File: config.mk
export PLATFORM = sky130hd
export DESIGN_NAME = slot_irq_collector
export DESIGN_NICKNAME = d
export VERILOG_FILES = /design/src/rtl/slotirq_pkg.sv /design/src/rtl/slot_sync.sv /design/src/rtl/slot_status_reg.sv /design/src/rtl/irq_level_select.sv /design/src/rtl/slot_irq_collector.sv
export SDC_FILE = /design/constraint.sdc
export NUM_CORES = 1
export LEC_CHECK = 0
export ABC_CLOCK_PERIOD_IN_PS = 1500
export BUFFER_PORTS_ARGS = -buffer_cell sky130_fd_sc_hd__buf_4
export CAP_MARGIN = 20
export CORE_MARGIN = 2
export CORE_UTILIZATION = 46
export DETAILED_ROUTE_END_ITERATION = 8
export PLACE_DENSITY = 0.74
export SYNTH_ARGS = -nofsm -noshare
export SYNTH_HDL_FRONTEND = slang
export SYNTH_SLANG_ARGS = --single-unit
File: constraint.sdc
create_clock -name clk -period 1.5 [get_ports clk]
set_clock_uncertainty 0.1 [all_clocks]
set_input_delay 0.075 -clock clk [delete_from_list [all_inputs] [get_ports clk]]
set_output_delay 0.075 -clock clk [all_outputs]
set_load 0.02 [all_outputs]
File: src/rtl/slotirq_pkg.sv
package slotirq_pkg;
  localparam int unsigned SLOT_BASE = 9;

  typedef enum logic [2:0] {
    LVL_NONE   = 3'd0,
    LVL_PIF1   = 3'd1,
    LVL_PIF2   = 3'd2,
    LVL_SERIAL = 3'd4
  } cpu_lvl_e;
endpackage

File: src/rtl/slot_sync.sv
module slot_sync #(
  parameter int W      = 7,
  parameter int STAGES = 2
) (
  input  logic         clk,
  input  logic         rst_n,
  input  logic [W-1:0] din,
  output logic [W-1:0] dout
);
  logic [W-1:0] stg [STAGES];

  always_ff @(posedge clk) begin
    if (!rst_n) begin
      for (int k = 0; k < STAGES; k++) stg[k] <= '0;
    end else begin
      stg[0] <= din;
      for (int k = 1; k < STAGES; k++) stg[k] <= stg[k-1];
    end
  end

  assign dout = stg[STAGES-1];
endmodule

File: src/rtl/slot_status_reg.sv
module slot_status_reg #(
  parameter int NS = 7,
  parameter int SW = 8
) (
  input  logic          clk,
  input  logic          rst_n,
  input  logic [NS-1:0] req_s,
  output logic [SW-1:0] status,
  output logic          comb_n
);
  logic [SW-1:0] nxt;
  logic          arrival;
  logic          all_clear;

  always_comb begin
    nxt          = '1;
    nxt[NS-1:0]  = ~req_s;
  end

  // a slot whose bit is still 1 but whose request is now present
  assign arrival   = |(status[NS-1:0] & req_s);
  assign all_clear = &nxt;

  always_ff @(posedge clk) begin
    if (!rst_n) begin
      status <= '1;
      comb_n <= 1'b1;
    end else begin
      status <= nxt;
      if (all_clear)               comb_n <= 1'b1;
      else if (arrival && !comb_n) comb_n <= 1'b1;
      else                         comb_n <= 1'b0;
    end
  end

  p_idle_high_r4: assert property (@(posedge clk) disable iff (!rst_n)
    (&status) |-> comb_n);

  p_pending_low_r4: assert property (@(posedge clk) disable iff (!rst_n)
    (!(&status) && $stable(status)) |-> !comb_n);

  p_repulse_r5: assert property (@(posedge clk) disable iff (!rst_n)
    (!comb_n && arrival && !all_clear) |=> comb_n);

  p_pulse_short_r5: assert property (@(posedge clk) disable iff (!rst_n)
    (comb_n && !(&status) && !arrival) |=> !comb_n);

  p_removal_no_pulse_r9: assert property (@(posedge clk) disable iff (!rst_n)
    (!comb_n && !arrival && !all_clear) |=> !comb_n);
endmodule

File: src/rtl/irq_level_select.sv
module irq_level_select
  import slotirq_pkg::*;
(
  input  logic     clk,
  input  logic     rst_n,
  input  logic     src_serial,
  input  logic     src_pif2,
  input  logic     src_pif1,
  output cpu_lvl_e level
);
  cpu_lvl_e sel;

  always_comb begin
    if (src_serial)    sel = LVL_SERIAL;
    else if (src_pif2) sel = LVL_PIF2;
    else if (src_pif1) sel = LVL_PIF1;
    else               sel = LVL_NONE;
  end

  always_ff @(posedge clk) begin
    if (!rst_n) begin
      level <= LVL_NONE;
    end else if (sel != level) begin
      // drop the old level before raising a different one
      if (level != LVL_NONE && sel != LVL_NONE) level <= LVL_NONE;
      else                                      level <= sel;
    end
  end

  p_single_level_r8: assert property (@(posedge clk) disable iff (!rst_n)
    $countones(level) <= 1);

  p_release_first_r8: assert property (@(posedge clk) disable iff (!rst_n)
    ($past(level) != LVL_NONE && level != LVL_NONE) |-> level == $past(level));

  p_serial_top_r7: assert property (@(posedge clk) disable iff (!rst_n)
    (src_serial && level == LVL_NONE) |=> level == LVL_SERIAL);

  p_quiet_zero_r7: assert property (@(posedge clk) disable iff (!rst_n)
    (!src_serial && !src_pif2 && !src_pif1) |=> level == LVL_NONE);
endmodule

File: src/rtl/slot_irq_collector.sv
module slot_irq_collector
  import slotirq_pkg::*;
#(
  parameter int NUM_SLOTS   = 7,
  parameter int STATUS_W    = 8,
  parameter int SYNC_STAGES = 2
) (
  input  logic                 clk,
  input  logic                 rst_n,
  input  logic [NUM_SLOTS-1:0] slot_req,
  input  logic                 src_serial,
  input  logic                 src_pif2,
  input  logic                 src_pif1,
  output logic [STATUS_W-1:0]  slot_status_rd,
  output logic                 slot_irq_n,
  output logic [2:0]           cpu_level
);
  localparam int FORCED_W = STATUS_W - NUM_SLOTS;

  logic [NUM_SLOTS-1:0] req_s;
  logic [STATUS_W-1:0]  status;
  cpu_lvl_e             lvl;

  slot_sync #(.W(NUM_SLOTS), .STAGES(SYNC_STAGES)) u_sync (
    .clk(clk), .rst_n(rst_n), .din(slot_req), .dout(req_s)
  );

  slot_status_reg #(.NS(NUM_SLOTS), .SW(STATUS_W)) u_status (
    .clk(clk), .rst_n(rst_n), .req_s(req_s), .status(status), .comb_n(slot_irq_n)
  );

  irq_level_select u_level (
    .clk(clk), .rst_n(rst_n), .src_serial(src_serial), .src_pif2(src_pif2),
    .src_pif1(src_pif1), .level(lvl)
  );

  // bits above the last slot always read as 1
  assign slot_status_rd = {{FORCED_W{1'b1}}, status[NUM_SLOTS-1:0]};
  assign cpu_level      = lvl;

  p_reset_idle_r3: assert property (@(posedge clk)
    !rst_n |=> (slot_status_rd == '1 && slot_irq_n && cpu_level == 3'd0));
endmodule

==> impl_metrics.toml, run 1 <==
[timing]
clock_period_minus_worst_slack_ns = 1.51
maxSlewViolCount = 0
setup_slack_ns = -0.0101
layout_worst_path_cycle_share_pct = 101
fmaxAchievable_mhz = 662
hold_viol = 0
finalSetupViolCount = 1
hold_ws_ns = 0.313

[die]
placeableCoreArea_um2 = 1490
fp.dieW_um = 43.7
initial_core_util_pct = 48.7
die_area_um2 = 1910
placement_rows = 14
design.portCount = 24
die_h_um = 43.7

[worst_setup_path]
crit-reg2reg-launch = "u_level.level[1]"
endpoint_kind = "flip-flop"
worst-setup-path-type = "input pin to flip-flop"
regToRegEndpoint = "u_level.level[0]"
startpoint_type = "input pin"
crit_chain = "dlygate4sd3_1, buf_4, nand4bb_1, dlygate4sd3_1, nor3_2"
critPathMaxFanout = 2
max_stage_delay_ns = 0.59
top_family_by_delay_on_critical_path = "buffers and inverters"
most_numerous_cell_on_the_critical_path = "sky130_fd_sc_hd__dlygate4sd3_1"
timing.critical_path.arrival_ns = 1.65
timing.critical_path.slowest_stage_cell = "sky130_fd_sc_hd__dlygate4sd3_1"
cp_num_buf_inv = 3
cp-startpoint = "src_pif2"
critical_path_cell_count = 5
ff2ff_path_depth = 3
ff2ff_setup_slack_ns = 0.08
worstPathRequired_ns = 1.64
critPathCapture = "u_level.level[0]"

[layout]
commonest_cells_after_routing_fill_and_taps_aside = "25 x sky130_fd_sc_hd__dfxtp_1, 22 x sky130_fd_sc_hd__buf_4, 15 x sky130_fd_sc_hd__dlygate4sd3_1"
num_antenna_cells = 0
area_delta_synth_final_pct = 48.5
nNetsFinal = 114
final_layout_size_suffix_gt1_share_pct = 26.7
n_fill_cell = 115
layout.cells.most_common = "sky130_fd_sc_hd__dfxtp_1"

[route]
drt-vias-per-instance = 4.74
drc = 0
detail-route-antenna-nets = 0
dr.first_iter.drc_count = 5
route.final.wire_length_um = 1350
drt-wirelength-per-cell_um = 11.5
via_count = 555
first_pass_iteration_count_of_the_detailed_router = 4

[hold_path]
hold_depth = 1
holdCritPathClass = "flip-flop to flip-flop"

[clock_tree]
clk_transition_reported_paths_ns = 0.13
cts_max_path_buffers = 2
root_buffer = "sky130_fd_sc_hd__clkbuf_4"
cts.repair_timing.setup_buffer_count = 0
tritoncts = "built"
htree_levels = 1
cts_made_buffers = 3
cts.sinks = 25
worst_skew_pair.late_latency_ns = 0.31

[power]
cellInternalPower_mw = 0.869
p_clk_share_pct = 25.6
power_leakage_nw = 0.465
p_sw_mw = 0.250
totalPowerFinal_mw = 1.12
p_per_area_nw_per_um2 = 1040
comb_pwr_share_pct = 11.2
switching_share_pct = 22.4
peakVddDrop_v = 0.000585
power.sequential.fraction_pct = 63.2

[yosys]
syn_avg_cell_area_um2 = 11.5
mappedNetlistNets = 75
synthesis.yosys.warnings = 0
netlist-cell-type-count = 15
synth_seq_area_share_pct = 69.1
netlist_area_um2 = 724
yosysTopAreaCellShare_pct = 69.1
synthTopCellsByArea = "sky130_fd_sc_hd__dfxtp_1 69%, sky130_fd_sc_hd__and2_1 12%, sky130_fd_sc_hd__nand2_1 4.7%"
yosys.area.top_type = "sky130_fd_sc_hd__dfxtp_1"
synth.ff_latch_count = 25
post_synth_inst_count = 63

[status]
violations_in_the_final_reports = "setup timing"
status = "complete, but fails checks"

[placed_design]
detailed_place_hpwl_um = 770
io_buffer_count = 22
gp_routability_congestion = 0.798

[flow_run]
max-cap-violations = 0

[global_routing]
grtUsageTotal_pct = 15.8
globalRouteOverflowTotal = 0
grt_max_degree = 15
global_route_wire_length_before_repair_um = 2270
grt_antenna_before_repair = 0
first_global_vias = 556
==> logic make-up (layout without fill, tap and decap cells) <==
logic type             count (synthesis)  in the layout  synth area share, %
flip-flops                            25             25                 69.1
buffers and inverters                  3             41                 2.24
AND/OR/NAND/NOR                       30             30                 23.5
other                                  1              1                0.518
AO/OA/AOI/OAI                          4              4                 4.66
==> cells in the mapped netlist <==
cell,n
sky130_fd_sc_hd__and2_1,14
sky130_fd_sc_hd__dfxtp_1,25
sky130_fd_sc_hd__clkbuf_1,1
sky130_fd_sc_hd__nor3_1,2
sky130_fd_sc_hd__nand3_1,1
sky130_fd_sc_hd__nor4bb_1,1
sky130_fd_sc_hd__conb_1,1
sky130_fd_sc_hd__a31o_1,1
sky130_fd_sc_hd__nand2_1,9
sky130_fd_sc_hd__buf_2,1
sky130_fd_sc_hd__a222oi_1,1
sky130_fd_sc_hd__nand4bb_1,1
sky130_fd_sc_hd__nor4_1,2
sky130_fd_sc_hd__buf_4,1
sky130_fd_sc_hd__a22oi_1,2
==> how the worst min path moves through the flow <==
| stage | endpoint | slack [ns] | from |
|---|---|---|---|
| after floorplan | u_level.level[1] | 0.05 | src_serial |
| after detailed placement | u_level.level[1] | 0.16 | src_serial |
| after global routing | u_status.status[6] | 0.34 | u_sync.stg[0][13] |
| after global placement | u_level.level[1] | 0.16 | src_serial |
| after CTS | u_status.status[6] | 0.31 | u_sync.stg[0][13] |
| final | u_status.status[6] | 0.31 | u_sync.stg[0][13] |
==> metrics by stage <==
step	TNS, ns	utilization, %	worst slack, ns	instances	cell area (um2)
2_1_floorplan	0	-	0.359	63	724
5_1_grt	-0.0214	72.3	-0.0214	117	1080
3_3_place_gp	0	60.0	0.402	98	893
6_report	-0.0101	72.3	-0.0101	117	1080
3_5_place_dp	0	60.0	0.363	98	893
4_1_cts	0	71.9	0.0460	117	1070
==> layer usage <==
layer  part of all wire [%]  global-route usage, %
met3                    5.0                   2.50
met4                    1.3                   9.09
met1                     43                   20.3
met5                      0                      0
met2                     51                   25.3
==> power groups by stage <==
stage	sequential (mW)	clock, mW	combinational [mW]
detailed placement	0.722	0	0.0942
CTS	0.707	0.292	0.125
global route	0.711	0.323	0.137
floorplan	0.733	0	0.0378
finish	0.707	0.287	0.125
global placement	0.721	0	0.0920
==> sequential cells by signal (all words and copies together) (netlist names) <==
| name | cells |
|---|---|
| u_sync.stg | 14 |
| u_status.status | 7 |
| u_level.level | 3 |
| u_status.comb_n | 1 |
==> final cells by class <==
cell class | count | area, um2 | area share, %
clock buffer | 3 | 22.5 | 2.09
timing repair buffer | 37 | 315 | 29.3
clock inverter | 1 | 5.00 | 0.465
tap | 16 | 20.0 | 1.86
sequential | 25 | 500 | 46.5
multi-input combinational | 35 | 213 | 19.8
==> what timing repair did <==
item                                    in CTS  in global routing
hold buffers                                15                  0
hold endpoints to repair                    18                  0
endpoints found under the setup margin       0                  1
gates resized for setup                      0                  1
(Power assumes the default switching activity.)
==> run 2, diff against run 1 <==
--- a/config.mk
+++ b/config.mk
@@ -5,13 +5,13 @@
 export SDC_FILE = /design/constraint.sdc
 export NUM_CORES = 1
 export LEC_CHECK = 0
-export ABC_CLOCK_PERIOD_IN_PS = 1500
+export ABC_CLOCK_PERIOD_IN_PS = 1800
 export BUFFER_PORTS_ARGS = -buffer_cell sky130_fd_sc_hd__buf_4
 export CAP_MARGIN = 20
 export CORE_MARGIN = 2
-export CORE_UTILIZATION = 46
+export CORE_UTILIZATION = 49
 export DETAILED_ROUTE_END_ITERATION = 8
-export PLACE_DENSITY = 0.74
+export PLACE_DENSITY = 0.78
 export SYNTH_ARGS = -nofsm -noshare
 export SYNTH_HDL_FRONTEND = slang
 export SYNTH_SLANG_ARGS = --single-unit
==> constraint.sdc (replaced) <==
create_clock -name clk -period 1.8 [get_ports clk]
set_clock_uncertainty 0.1 [all_clocks]
set_input_delay 0.09 -clock clk [delete_from_list [all_inputs] [get_ports clk]]
set_output_delay 0.09 -clock clk [all_outputs]
set_load 0.02 [all_outputs]
==> impl_metrics.toml, run 2 (synthesis gave the netlist of run 1 again) <==
[status]
status = "completed"

[die]
placement_rows = 13
design.portCount = 24
fp.dieW_um = 42.5
die_area_um2 = 1800
die_h_um = 42.5
placeableCoreArea_um2 = 1330
initial_core_util_pct = 54.3

[layout]
commonest_cells_after_routing_fill_and_taps_aside = "25 x sky130_fd_sc_hd__dfxtp_1, 22 x sky130_fd_sc_hd__buf_4, 14 x sky130_fd_sc_hd__and2_1"
util_after_layout_pct = 77.9
count_of_placed_standard_cells_in_the_final_layout_fillers_left_out = 113
num_antenna_cells = 0
largest_register = "u_sync.stg"
final_layout_size_suffix_gt1_share_pct = 25.5
largest_register_ffs = 14
nNetsFinal = 111
layout.cells.most_common = "sky130_fd_sc_hd__dfxtp_1"
n_fill_cell = 96
final_design_area_no_fill_um2 = 1040
reg_top3 = "u_sync.stg (14), u_status.status (7), u_level.level (3)"
area_delta_synth_final_pct = 43.4

[worst_setup_path]
critical_path_cell_count = 5
crit-reg2reg-launch = "u_level.level[1]"
timing.critical_path.arrival_ns = 1.68
top_family_by_delay_on_critical_path = "buffers and inverters"
max_stage_delay_ns = 0.58
regToRegEndpoint = "u_level.level[0]"
cp_num_buf_inv = 3
ff2ff_path_depth = 3
worst-setup-path-type = "input pin to flip-flop"
endpoint_kind = "flip-flop"
worstPathRequired_ns = 1.93
startpoint_type = "input pin"
timing.critical_path.slowest_stage_cell = "sky130_fd_sc_hd__dlygate4sd3_1"
critPathMaxFanout = 25
most_numerous_cell_on_the_critical_path = "sky130_fd_sc_hd__dlygate4sd3_1"
ff2ff_setup_slack_ns = 0.40
crit_chain = "dlygate4sd3_1, buf_4, nand4bb_1, dlygate4sd3_1, nor3_1"

[clock_tree]
tritoncts = "built"
clk_transition_reported_paths_ns = 0.12
cts.sinks = 25
cts_made_buffers = 3
cts.repair_timing.setup_buffer_count = 0
cts_max_path_buffers = 2
ctsResizeCount = 0
htree_levels = 1
worst_skew_pair.late_latency_ns = 0.30
root_buffer = "sky130_fd_sc_hd__clkbuf_4"

[power]
power_leakage_nw = 0.446
peakVddDrop_v = 0.000560
totalPowerFinal_mw = 0.920
p_per_area_nw_per_um2 = 885

[route]
drc = 0
via_count = 528
detail-route-antenna-nets = 0
route.final.wire_length_um = 1300
dr.first_iter.drc_count = 5
drt-wirelength-per-cell_um = 11.5
first_pass_iteration_count_of_the_detailed_router = 4
drt-vias-per-instance = 4.67

[timing]
finalSetupViolCount = 0
fmaxAchievable_mhz = 645
maxSlewViolCount = 0
setup_slack_ns = 0.249
layout_worst_path_cycle_share_pct = 86.2
hold_viol = 0
clock_period_minus_worst_slack_ns = 1.55
hold_ws_ns = 0.308
grt_setup_unrepaired = "false"
timing.setup.tns_ns = 0

[global_routing]
first_global_vias = 506
met1_usage_pct = 17.0
global_route_wire_length_before_repair_um = 2100
use_met3_pct = 2.59
gr-max-usage-layer = "met2"
grt_max_degree = 26
globalRouteOverflowTotal = 0
globalRouteMet2Util_pct = 28.0
grt_antenna_before_repair = 0
grtUsageTotal_pct = 15.9

[hold_path]
timing.hold.worst_endpoint = "u_status.status[6]"
worst_hold_startpoint = "u_sync.stg[0][13]"
hold_depth = 1
holdCritPathClass = "flip-flop to flip-flop"

[placed_design]
io_buffer_count = 22
detailed_place_hpwl_um = 821
gp_routability_congestion = 0.747
pre_cts_ws_ns = 0.672
place.detailed.instances = 97
placement.cell_area_um2 = 892

[flow_run]
max-cap-violations = 0
run 2: power breakdown:
part	leakage [nW]	internal, mW	switching [mW]
Combinational	0.225	0.0595	0.0398
Clock	0.0150	0.0863	0.145
Sequential	0.206	0.577	0.0120
Total	0.446	0.723	0.196
run 2: repair_timing:
action	in CTS	in global routing
endpoints found under the setup margin	0	0
endpoints found under the hold margin	18	0
hold buffers	12	0
run 2: final cells by class:
cell class | count | area, um2 | area share [%]
timing repair buffer | 34 | 285 | 27.5
sequential | 25 | 500 | 48.2
multi-input combinational | 35 | 208 | 20.0
tap | 15 | 18.8 | 1.81
clock buffer | 4 | 26.3 | 2.53
run 2: worst register-to-register path, delay by kind of cell, from the launching register on:
| family | cells | cell delay, ns |
|---|---|---|
| flops | 1 | 0.34 |
| simple gates | 2 | 0.32 |
| buf+inv | 1 | 0.58 |
run 2: worst max path at each step:
| stage | endpoint | startpoint |
|---|---|---|
| floorplan | u_status.comb_n | u_status.status[1] |
| global placement | u_status.comb_n | u_status.status[1] |
| detailed placement | u_status.comb_n | u_status.status[1] |
| CTS | u_level.level[0] | rst_n |
| global route | u_level.level[0] | rst_n |
| finish | u_level.level[0] | rst_n |
run 2: per-layer routing:
layer	share of wire, %	routed length, um
met5	0	0
met4	1.2	15
met3	5.3	69
met2	50	657
met1	43	561
==> run 3, diff against run 2 <==
--- a/config.mk
+++ b/config.mk
@@ -9,9 +9,10 @@
 export BUFFER_PORTS_ARGS = -buffer_cell sky130_fd_sc_hd__buf_4
 export CAP_MARGIN = 20
 export CORE_MARGIN = 2
-export CORE_UTILIZATION = 49
+export CORE_UTILIZATION = 51
 export DETAILED_ROUTE_END_ITERATION = 8
-export PLACE_DENSITY = 0.78
+export PLACE_DENSITY = 0.79
 export SYNTH_ARGS = -nofsm -noshare
 export SYNTH_HDL_FRONTEND = slang
+export SYNTH_HIERARCHICAL = 1
 export SYNTH_SLANG_ARGS = --single-unit
==> impl_metrics.toml, run 3 <==
[route]
routed-wl-met3_um = 68
first_pass_iteration_count_of_the_detailed_router = 4
route.final.wire_length_um = 1160
drc = 0
drt-vias-per-instance = 4.52
dr.first_iter.drc_count = 5
via_count = 511
dr.max_layer_used = "met3"
drt-wirelength-per-cell_um = 10.3
detailroute.wirelength.met2_um = 552
wirelength_met1_um = 540
detail-route-antenna-nets = 0

[global_routing]
first_global_vias = 481
grt_max_degree = 26
grt_antenna_before_repair = 0
globalRouteOverflowTotal = 0
grtUsageTotal_pct = 13.9
global_route_wire_length_before_repair_um = 1870

[layout]
n_fill_cell = 114
final_design_area_no_fill_um2 = 1060
layout.cells.most_common = "sky130_fd_sc_hd__dfxtp_1"
count_of_placed_standard_cells_in_the_final_layout_fillers_left_out = 113
largest_register = "u_sync/stg"
util_after_layout_pct = 70.3
num_antenna_cells = 0
area_delta_synth_final_pct = 30.3
final_layout_size_suffix_gt1_share_pct = 38.1
commonest_cells_after_routing_fill_and_taps_aside = "25 x sky130_fd_sc_hd__dfxtp_1, 22 x sky130_fd_sc_hd__buf_4, 11 x sky130_fd_sc_hd__dlygate4sd3_1"
nNetsFinal = 110
reg_top3 = "u_sync/stg (14), u_status/status (7), u_level/level (3)"
largest_register_ffs = 14

[clock_tree]
cts.repair_timing.setup_buffer_count = 0
cts.sinks = 25
ctsResizeCount = 0
root_buffer = "sky130_fd_sc_hd__clkbuf_4"
worst_skew_pair.late_latency_ns = 0.30
cts_max_path_buffers = 2
clk_transition_reported_paths_ns = 0.12
ctsHoldBuffers = 11
htree_levels = 1
tritoncts = "built"
cts_made_buffers = 3

[placed_design]
place.detailed.instances = 98
gp_routability_congestion = 0.737
io_buffer_count = 22
placement.cell_area_um2 = 923

[status]
status = "completed"

[die]
placement_rows = 14
initial_core_util_pct = 54.0
placeableCoreArea_um2 = 1510
die_h_um = 43.9
design.portCount = 24
die_area_um2 = 1930
fp.dieW_um = 43.9

[timing]
clock_period_minus_worst_slack_ns = 1.60
fmaxAchievable_mhz = 623
layout_worst_path_cycle_share_pct = 89.1
grt_setup_unrepaired = "false"
hold_viol = 0
timing.setup.tns_ns = 0
maxSlewViolCount = 0
finalSetupViolCount = 0

[worst_setup_path]
crit-reg2reg-launch = "u_level/level[2]"
startpoint_type = "input pin"
timing.critical_path.slowest_stage_cell = "sky130_fd_sc_hd__dlygate4sd3_1"
regToRegEndpoint = "u_level/level[0]"
worstPathRequired_ns = 1.95
critical_path_cell_count = 5
cp_num_buf_inv = 3
critPathMaxFanout = 25
crit_chain = "dlygate4sd3_1, buf_4, nand2_2, nor4b_4, dlygate4sd3_1"
max_stage_delay_ns = 0.57
endpoint_kind = "flip-flop"
critPathCapture = "u_level/level[0]"
ff2ff_setup_slack_ns = 0.41
timing.critical_path.arrival_ns = 1.75
top_family_by_delay_on_critical_path = "buffers and inverters"
worst-setup-path-type = "input pin to flip-flop"
ff2ff_path_depth = 3
most_numerous_cell_on_the_critical_path = "sky130_fd_sc_hd__dlygate4sd3_1"
cp-startpoint = "rst_n"

[power]
peakVddDrop_v = 0.000657
totalPowerFinal_mw = 0.919
power_leakage_nw = 0.461
p_per_area_nw_per_um2 = 867

[flow_run]
max-cap-violations = 0

[hold_path]
holdCritPathClass = "flip-flop to flip-flop"
hold_depth = 1

[yosys]
synthesis.yosys.warnings = 6
syn_avg_cell_area_um2 = 11.6
post_synth_inst_count = 70
mappedNetlistNets = 82
netlist_area_um2 = 813
==> run 3: through the flow <==
| step | worst slack, ns | hold slack, ns |
|---|---|---|
| after CTS | 0.194 | 0.311 |
| after global routing | 0.161 | 0.327 |
| after detailed placement | 0.680 | 0.187 |
| final | 0.195 | 0.310 |
| after floorplan | 0.650 | 0.0624 |
| after global placement | 0.707 | 0.177 |
==> run 3: how the worst min path moves through the flow <==
stage,from,endpoint,slack (ns)
floorplan,src_pif2,u_level/level[0],0.06
global placement,src_pif2,u_level/level[0],0.18
detailed placement,src_pif2,u_level/level[0],0.19
CTS,u_sync/stg[0][13],u_status/status[6],0.31
global route,u_sync/stg[0][13],u_status/status[6],0.33
finish,u_sync/stg[0][9],u_status/status[2],0.31
==> run 3: worst register-to-register path, delay by kind of cell (launching register included) <==
| family | cells | cell delay, ns |
|---|---|---|
| flops | 1 | 0.33 |
| simple gates | 2 | 0.34 |
| buf+inv | 1 | 0.57 |
==> run 3: final cells by class <==
| class | count | area, um2 | share of cell area, % |
|---|---|---|---|
| multi-input combinational | 35 | 238 | 22.4 |
| tap | 16 | 20.0 | 1.89 |
| timing repair buffer | 33 | 275 | 26.0 |
| clock buffer | 4 | 26.3 | 2.48 |
| sequential | 25 | 500 | 47.2 |
==> run 3: where the power goes <==
| group | switching (mW) | internal, mW | total (mW) |
|---|---|---|---|
| sequential | 0.0117 | 0.577 | 0.589 |
| clock | 0.142 | 0.0862 | 0.228 |
| combinational | 0.0406 | 0.0618 | 0.102 |
==> run 3: routing by layer <==
layer,track usage [%],up-vias
li1,-,277
met1,13.4,218
met2,25.3,16
met3,3.75,0
met4,9.09,0
met5,0,-
